<file path="src/rtl/mm_pkg.sv">
package mm_pkg;
    localparam int WORD_W = 16;
    localparam int NUM_BANKS = 4;

    typedef logic [WORD_W-1:0] word_t;

    typedef enum logic [2:0] {
        ST_IDLE  = 3'd0,
        ST_CLEAR = 3'd1,
        ST_PROD  = 3'd2,
        ST_REDM  = 3'd3,
        ST_ACCUM = 3'd4,
        ST_COPY  = 3'd5,
        ST_DONE  = 3'd6
    } mm_state_e;

    typedef enum logic [1:0] {
        BANK_A = 2'd0,
        BANK_B = 2'd1,
        BANK_N = 2'd2,
        BANK_C = 2'd3
    } bank_sel_e;
endpackage

</file>
<file path="src/rtl/mm_regfile.sv">
module mm_regfile
    import mm_pkg::*;
#(
    parameter int DEPTH = 4,
    parameter int NRD   = 1,
    parameter int AW    = 2
) (
    input  logic                  clk,
    input  logic                  rst_n,
    input  logic                  clr,
    input  logic                  we,
    input  logic [AW-1:0]         waddr,
    input  word_t                 wdata,
    input  logic [NRD*AW-1:0]     raddr,
    output logic [NRD*WORD_W-1:0] rdata
);
    word_t mem [DEPTH];

    always_ff @(posedge clk or negedge rst_n) begin
        if (!rst_n) begin
            for (int k = 0; k < DEPTH; k++) mem[k] <= '0;
        end else if (clr) begin
            for (int k = 0; k < DEPTH; k++) mem[k] <= '0;
        end else if (we && (int'(waddr) < DEPTH)) begin
            mem[waddr] <= wdata;
        end
    end

    for (genvar p = 0; p < NRD; p++) begin : g_rd
        logic [AW-1:0] ra;
        assign ra = raddr[p*AW +: AW];
        assign rdata[p*WORD_W +: WORD_W] = (int'(ra) < DEPTH) ? mem[ra] : '0;
    end
endmodule

</file>
<file path="src/rtl/mm_mac.sv">
module mm_mac
    import mm_pkg::*;
(
    input  word_t                 x,
    input  word_t                 y,
    input  word_t                 acc,
    input  word_t                 cin,
    output logic [2*WORD_W-1:0]   sum
);
    // (2^16-1)^2 + 2*(2^16-1) = 2^32-1: never overflows 32 bits
    always_comb begin
        sum = (32'(x) * 32'(y)) + 32'(acc) + 32'(cin);
    end
endmodule

</file>
<file path="src/rtl/mm_ctrl.sv">
module mm_ctrl
    import mm_pkg::*;
#(
    parameter int RW = 3,
    parameter int IW = 2,
    parameter int JW = 4
) (
    input  logic            clk,
    input  logic            rst_n,
    input  logic            start,
    output mm_state_e       state,
    output logic [IW-1:0]   row,
    output logic [JW-1:0]   col,
    output logic            row_end,
    output logic            busy,
    output logic            done
);
    mm_state_e     state_nx;
    logic [JW-1:0] col_last;
    logic          last_row;

    // last column of the current row, per pass
    always_comb begin
        unique case (state)
            ST_PROD:  col_last = JW'(RW);
            ST_REDM:  col_last = JW'(RW - 1) - JW'(row);
            ST_ACCUM: col_last = JW'(2 * RW - 1) - JW'(row);
            default:  col_last = JW'(RW - 1);
        endcase
        row_end  = (col == col_last);
        last_row = (row == IW'(RW - 1));
    end

    always_comb begin
        state_nx = state;
        unique case (state)
            ST_IDLE:  if (start) state_nx = ST_CLEAR;
            ST_CLEAR: state_nx = ST_PROD;
            ST_PROD:  if (row_end && last_row) state_nx = ST_REDM;
            ST_REDM:  if (row_end && last_row) state_nx = ST_ACCUM;
            ST_ACCUM: if (row_end && last_row) state_nx = ST_COPY;
            ST_COPY:  if (row_end) state_nx = ST_DONE;
            ST_DONE:  state_nx = ST_IDLE;
            default:  state_nx = ST_IDLE;
        endcase
    end

    always_ff @(posedge clk or negedge rst_n) begin
        if (!rst_n) state <= ST_IDLE;
        else        state <= state_nx;
    end

    always_ff @(posedge clk or negedge rst_n) begin
        if (!rst_n) begin
            row <= '0;
            col <= '0;
        end else begin
            unique case (state)
                ST_PROD, ST_REDM, ST_ACCUM, ST_COPY: begin
                    if (row_end) begin
                        col <= '0;
                        row <= (last_row || state == ST_COPY) ? '0 : row + 1'b1;
                    end else begin
                        col <= col + 1'b1;
                    end
                end
                default: begin
                    row <= '0;
                    col <= '0;
                end
            endcase
        end
    end

    always_comb begin
        busy = (state != ST_IDLE);
        done = (state == ST_DONE);
    end

    // completion is a single-cycle pulse
    p_done_pulse_r5: assert property (@(posedge clk) disable iff (!rst_n)
        done |=> !done);

    // a start seen while busy never re-enters the clear state
    p_start_ignored_r6: assert property (@(posedge clk) disable iff (!rst_n)
        (busy && start) |=> (state != ST_CLEAR));
endmodule

</file>
<file path="src/rtl/mont_mul_ws.sv">
module mont_mul_ws
    import mm_pkg::*;
#(
    parameter int K_BITS = 256
) (
    input  logic                                         clk,
    input  logic                                         rst_n,
    input  logic                                         start,
    input  logic                                         ld_en,
    input  logic [1:0]                                   ld_sel,
    input  logic [$clog2(K_BITS/16+1)-1:0]               ld_addr,
    input  logic [15:0]                                  ld_data,
    input  logic [$clog2(K_BITS/16+1)-1:0]               res_addr,
    output logic [15:0]                                  res_data,
    output logic                                         busy,
    output logic                                         done
);
    localparam int NW     = K_BITS / WORD_W;
    localparam int RW     = NW + 1;
    localparam int AW     = $clog2(RW);
    localparam int TDEPTH = 2 * RW;
    localparam int TW     = $clog2(TDEPTH);
    localparam int IW     = $clog2(RW);
    localparam int JW     = $clog2(TDEPTH) + 1;

    mm_state_e     state;
    logic [IW-1:0] row;
    logic [JW-1:0] col;
    logic          row_end;

    mm_ctrl #(.RW(RW), .IW(IW), .JW(JW)) u_ctrl (
        .clk     (clk),
        .rst_n   (rst_n),
        .start   (start),
        .state   (state),
        .row     (row),
        .col     (col),
        .row_end (row_end),
        .busy    (busy),
        .done    (done)
    );

    // ---------------- operand banks ----------------
    logic [JW-1:0] y_len;
    logic          y_in_range;
    logic [AW-1:0] y_addr;
    word_t         bank_q  [NUM_BANKS];
    logic [AW-1:0] bank_ra [NUM_BANKS];

    always_comb begin
        y_len      = (state == ST_ACCUM) ? JW'(NW) : JW'(RW);
        y_in_range = (col < y_len);
        y_addr     = y_in_range ? AW'(col) : '0;
    end

    assign bank_ra[BANK_A] = AW'(row);
    assign bank_ra[BANK_B] = y_addr;
    assign bank_ra[BANK_N] = y_addr;
    assign bank_ra[BANK_C] = y_addr;

    for (genvar g = 0; g < NUM_BANKS; g++) begin : g_bank
        mm_regfile #(.DEPTH(RW), .NRD(1), .AW(AW)) u_bank (
            .clk   (clk),
            .rst_n (rst_n),
            .clr   (1'b0),
            .we    (ld_en && (ld_sel == 2'(g))),
            .waddr (ld_addr),
            .wdata (ld_data),
            .raddr (bank_ra[g]),
            .rdata (bank_q[g])
        );
    end

    // ---------------- scratch: accumulator T and multiple m ----------------
    logic [JW-1:0] tgt_idx;
    logic [TW-1:0] t_ra1;
    word_t         t_rd0, t_rd1, m_rd0, m_rd1;
    logic [2*WORD_W-1:0] sum;
    word_t         carry;
    word_t         x_w, y_w, acc_w;
    logic          t_we, m_we, res_we;

    assign tgt_idx = JW'(row) + col;

    always_comb begin
        unique case (state)
            ST_REDM: t_ra1 = TW'(row);
            ST_COPY: t_ra1 = TW'(RW) + TW'(col);
            default: t_ra1 = '0;
        endcase
    end

    mm_regfile #(.DEPTH(TDEPTH), .NRD(2), .AW(TW)) u_tacc (
        .clk   (clk),
        .rst_n (rst_n),
        .clr   (state == ST_CLEAR),
        .we    (t_we),
        .waddr (TW'(tgt_idx)),
        .wdata (sum[WORD_W-1:0]),
        .raddr ({t_ra1, TW'(tgt_idx)}),
        .rdata ({t_rd1, t_rd0})
    );

    mm_regfile #(.DEPTH(RW), .NRD(2), .AW(AW)) u_mbuf (
        .clk   (clk),
        .rst_n (rst_n),
        .clr   (state == ST_CLEAR),
        .we    (m_we),
        .waddr (AW'(tgt_idx)),
        .wdata (sum[WORD_W-1:0]),
        .raddr ({AW'(row), AW'(tgt_idx)}),
        .rdata ({m_rd1, m_rd0})
    );

    // ---------------- operand selection per pass ----------------
    always_comb begin
        x_w   = '0;
        y_w   = '0;
        acc_w = '0;
        unique case (state)
            ST_PROD: begin
                x_w   = bank_q[BANK_A];
                y_w   = y_in_range ? bank_q[BANK_B] : '0;
                acc_w = t_rd0;
            end
            ST_REDM: begin
                x_w   = t_rd1;
                y_w   = y_in_range ? bank_q[BANK_C] : '0;
                acc_w = m_rd0;
            end
            ST_ACCUM: begin
                x_w   = m_rd1;
                y_w   = y_in_range ? bank_q[BANK_N] : '0;
                acc_w = t_rd0;
            end
            default: ;
        endcase
    end

    mm_mac u_mac (
        .x   (x_w),
        .y   (y_w),
        .acc (acc_w),
        .cin (carry),
        .sum (sum)
    );

    always_comb begin
        t_we   = (state == ST_PROD) || (state == ST_ACCUM);
        m_we   = (state == ST_REDM);
        res_we = (state == ST_COPY);
    end

    always_ff @(posedge clk or negedge rst_n) begin
        if (!rst_n) begin
            carry <= '0;
        end else if ((state == ST_PROD || state == ST_REDM || state == ST_ACCUM) && !row_end) begin
            carry <= sum[2*WORD_W-1:WORD_W];
        end else begin
            carry <= '0;
        end
    end

    // ---------------- result bank ----------------
    mm_regfile #(.DEPTH(RW), .NRD(1), .AW(AW)) u_res (
        .clk   (clk),
        .rst_n (rst_n),
        .clr   (1'b0),
        .we    (res_we),
        .waddr (AW'(col)),
        .wdata (t_rd1),
        .raddr (res_addr),
        .rdata (res_data)
    );

    // word finalised by each accumulate row must be zero
    p_low_zero_r3: assert property (@(posedge clk) disable iff (!rst_n)
        (state == ST_ACCUM && col == '0) |-> (sum[WORD_W-1:0] == '0));

    // no carry leaves the top word of the accumulator
    p_no_overflow_r8: assert property (@(posedge clk) disable iff (!rst_n)
        (state == ST_ACCUM && row_end) |-> (sum[2*WORD_W-1:WORD_W] == '0));

    // top result word below 2 because the result is under 2N
    p_result_bound_r2: assert property (@(posedge clk) disable iff (!rst_n)
        (state == ST_COPY && row_end) |-> (t_rd1 <= 16'd1));

    // result writes stay inside the result bank
    p_copy_addr_r4: assert property (@(posedge clk) disable iff (!rst_n)
        (state == ST_COPY) |-> (int'(col) < RW));
endmodule

</file>
<file path="config.mk">
export PLATFORM = sky130hd
export DESIGN_NAME = mont_mul_ws
export DESIGN_NICKNAME = d
export VERILOG_FILES = /design/src/rtl/mm_pkg.sv /design/src/rtl/mm_regfile.sv /design/src/rtl/mm_mac.sv /design/src/rtl/mm_ctrl.sv /design/src/rtl/mont_mul_ws.sv
export SDC_FILE = /design/constraint.sdc
export NUM_CORES = 2
export LEC_CHECK = 0
export BUFFER_PORTS_ARGS = -buffer_cell sky130_fd_sc_hd__buf_2
export CORE_AREA = 10 10 513 515
export DETAILED_ROUTE_END_ITERATION = 7
export DIE_AREA = 0 0 523 525
export HOLD_SLACK_MARGIN = 0.12
export PLACE_DENSITY = 0.73
export SYNTH_ARGS = -nofsm -noshare
export SYNTH_HDL_FRONTEND = slang
export SYNTH_HIERARCHICAL = 1
export SYNTH_SLANG_ARGS = --single-unit
</file>
<file path="constraint.sdc">
create_clock -name clk -period 8.45 [get_ports clk]
set_input_delay 0.4225 -clock clk [delete_from_list [all_inputs] [get_ports clk]]
set_output_delay 0.4225 -clock clk [all_outputs]
set_load 0.05 [all_outputs]
</file>
==> results.json <==
{
  "setup_viol": 187,
  "synth_top_area_share_pct": 43.94,
  "hold_viol": 0,
  "startpoint_type": "flop",
  "seq_area_um2": 55240,
  "n_fill_cell": 21010,
  "clk_pin_slew_ps": 60,
  "synth_ff_type": "dfrtp_1",
  "die_x_um": 523,
  "seqPwrFrac_pct": 47.3,
  "finalCritPeriodShare_pct": 104.4,
  "dr.pass1.iters": 7,
  "netlist-cell-type-count": 107,
  "fin_skew_ps": 128.2,
  "netlist_area_um2": 125700,
  "dp_hpwl_um": 277100,
  "tritoncts": "done",
  "synth_area_leader_cell": "dfrtp_1",
  "ios": 50,
  "drive_gt1_share_pct": 17.91,
  "mostFrequentLayoutCell": "nand2_1",
  "utilization_pct": 57.39,
  "whs_path_depth": 3,
  "first_iter_violations": 14440,
  "rsz0062_at_grt": "true",
  "period_needed_ps": 8822,
  "worst_pin_slew_ps": 1363,
  "totalWireLength_um": 436000,
  "ff2ff_path_depth": 37,
  "die_h_um": 525,
  "combPwrFrac_pct": 3.2,
  "cellPowerDensity_nw_per_um2": 154.3,
  "cts_made_buffers": 230,
  "antenna_found_initial": 10,
  "pwr-share-clk_pct": 49.6,
  "max_freq_mhz": 113.3,
  "path_class": "reg -> reg",
  "rows": 185,
  "p_sw_mw": 5.259,
  "switching_share_pct": 23.48,
  "grt_pass1_wl_um": 650500,
  "post_drt_wl_per_cell_um": 26.05,
  "required_ps": 9230,
  "clkLatencyLatePin_ps": 980,
  "synth_area_per_cell_um2": 9.672,
  "nets": 13550,
  "floorplan.initialDensity_pct": 49.68,
  "yosys-top-cells-area": "dfrtp_1, mux2i_1, nand2_1, a21oi_1, mux4_2",
  "synth_edf_count": 0,
  "grtUsageTotal_pct": 30.25,
  "yosys_warnings": 6,
  "gp_congestion": 1.026,
  "crit_fanout": 9,
  "status": "finished, violations left",
  "crit_top_cell": "fa_1",
  "relSlewSlack_pct": 9.058,
  "ir_drop_mv": 0.2064,
  "fin_ws_ps": -372.5,
  "core_um2": 253000,
  "clock_sinks": 2207,
  "worst_ep_arrival_time_ps": 9600,
  "dieArea_um2": 274600,
  "synth_cells": 13000,
  "p_leak_nw": 60.94,
  "syn2layout_area_growth_pct": 15.52,
  "ctsRootBufferMaster": "clkbuf_16",
  "critPathMaxStageDelay_ps": 570,
  "worstSetupEndpointType": "flop",
  "violations": "negative setup slack",
  "hold_path.class": "in -> reg",
  "grt_overflow_total": 0,
  "drc_errors": 0,
  "cts-htree-levels": 4,
  "vias": 106900,
  "maxCapViolCount": 0,
  "ant_nets": 0,
  "port-buffer-count": 49,
  "async_flop_share_pct": 100.0,
  "critical_path.slowest_cell": "fa_2",
  "drv_slew": 0,
  "ys_seq_area_share_pct": 43.94,
  "p_int_mw": 17.14,
  "final_cell_mix": "nand2_1, dfrtp_1, a21oi_1, mux2i_1, buf_4",
  "via_per_inst": 6.387,
  "multi_input_area_um2": 65530,
  "grt_max_degree": 240,
  "grt_pass1_vias": 104900,
  "synth-seq-cells": 2207,
  "clk_path_buf_depth": 3,
  "finalSetupTns_ps": -36220
}
[cell type report]
| type | instances | area share [%] |
|---|---|---|
| Clock buffer | 320 | 4.562 |
| Tap cell | 3366 | 2.901 |
| Inverter | 323 | 0.8393 |
| Sequential cell | 2207 | 38.04 |
| Antenna cell | 6 | 0.01034 |
| Multi-Input combinational cell | 9307 | 45.13 |
| Timing Repair Buffer | 1101 | 7.319 |
| Clock inverter | 109 | 1.195 |
[sequential cells by signal, indices dropped and copies added (netlist names)]
name               cells
g_bank.u_bank/mem   1088
u_tacc/mem           544
u_mbuf/mem           272
u_res/mem            272
carry                 16
u_ctrl/col             7
u_ctrl/row             5
u_ctrl/state           3
[cell usage after synthesis (all sizes together), types with 57 or more instances]
master	number
nand2	3098
dfrtp	2207
a21oi	1629
mux2i	1165
clkbuf	707
nor2	644
buf	454
a22o	370
nand3	365
mux4	356
inv	321
o21ai	228
fa	227
and2	181
a221oi	159
ha	117
a221o	114
a22oi	107
nor2b	57
[worst paths after layout]
| check | startpoint | end | slack, ps |
|---|---|---|---|
| min | ld_data[6] | g_bank[2].u_bank/mem[22] | 70 |
| min in group asynchronous | rst_n | u_tacc/mem[524] | 160 |
| max reg2reg | u_ctrl/state[1] | u_tacc/mem[479] | -370 |
| max in group asynchronous | rst_n | g_bank[2].u_bank/mem[238] | 5990 |
| min reg2reg | g_bank[0].u_bank/mem[104] | g_bank[0].u_bank/mem[104] | 480 |
| max | u_ctrl/state[1] | u_tacc/mem[479] | -370 |
[what timing repair did]
item / CTS / global route
hold buffers: 15 / 0
gates resized for setup: 177 / 283
pin swaps: 46 / 134
cloned: 8 / 19
setup buffers: 38 / 47
endpoints found under the hold margin: 344 / 0
endpoints found under the setup margin: 305 / 372
[metal layers]
| metal | vias to the layer above | track usage [%] | part of all wire [%] |
|---|---|---|---|
| met5 | - | 0 | 0.0057 |
| met1 | 53250 | 37.99 | 36 |
| li1 | 45500 | - | - |
| met4 | 4 | 21.51 | 8.8 |
| met3 | 1692 | 6.226 | 9.7 |
| met2 | 6471 | 46.59 | 45 |
[worst max-delay path: cells and delay by family (launching register included)]
kind | cells | cell delay (ps)
simple gates | 9 | 1300
buf+inv | 11 | 1460
fa+ha+maj | 7 | 3320
xor+xnor | 1 | 140
flops | 1 | 410
compound gates | 8 | 1440
mux | 1 | 530
[stage by stage]
stage	hold slack (ps)	area, µm²	power (mW)	cells	setup WS (ps)
after floorplan	126.9	125700	11.08	13000	5.152
after global placement	461.4	133300	11.45	16190	-598.3
after detailed placement	469.3	133300	11.45	16190	-667.9
after CTS	122.8	143200	22.45	16670	-195.1
after global routing	97.34	145200	22.97	16740	-528.1
final	72.80	145200	22.40	16740	-372.5
[power by group through the flow]
stage                     Sequential, mW  Clock [mW]  Combinational, mW
after detailed placement            10.8           0              0.672
after global placement              10.8           0              0.672
after global routing                10.6        11.6              0.763
after floorplan                     10.8           0              0.298
after CTS                           10.6        11.2              0.680
final                               10.6        11.1              0.715
[logic make-up after synthesis]
family / share of synthesized area [%]
buffers and inverters: 5.471
adders and majority gates: 4.780
and+or+nand+nor: 15.66
AOI/OAI and AO/OA: 13.77
xor gates and xnor gates: 0.3265
DFF: 43.94
muxes: 16.05
other: 0.002983
Note: power is estimated with default switching activity, not from simulation.
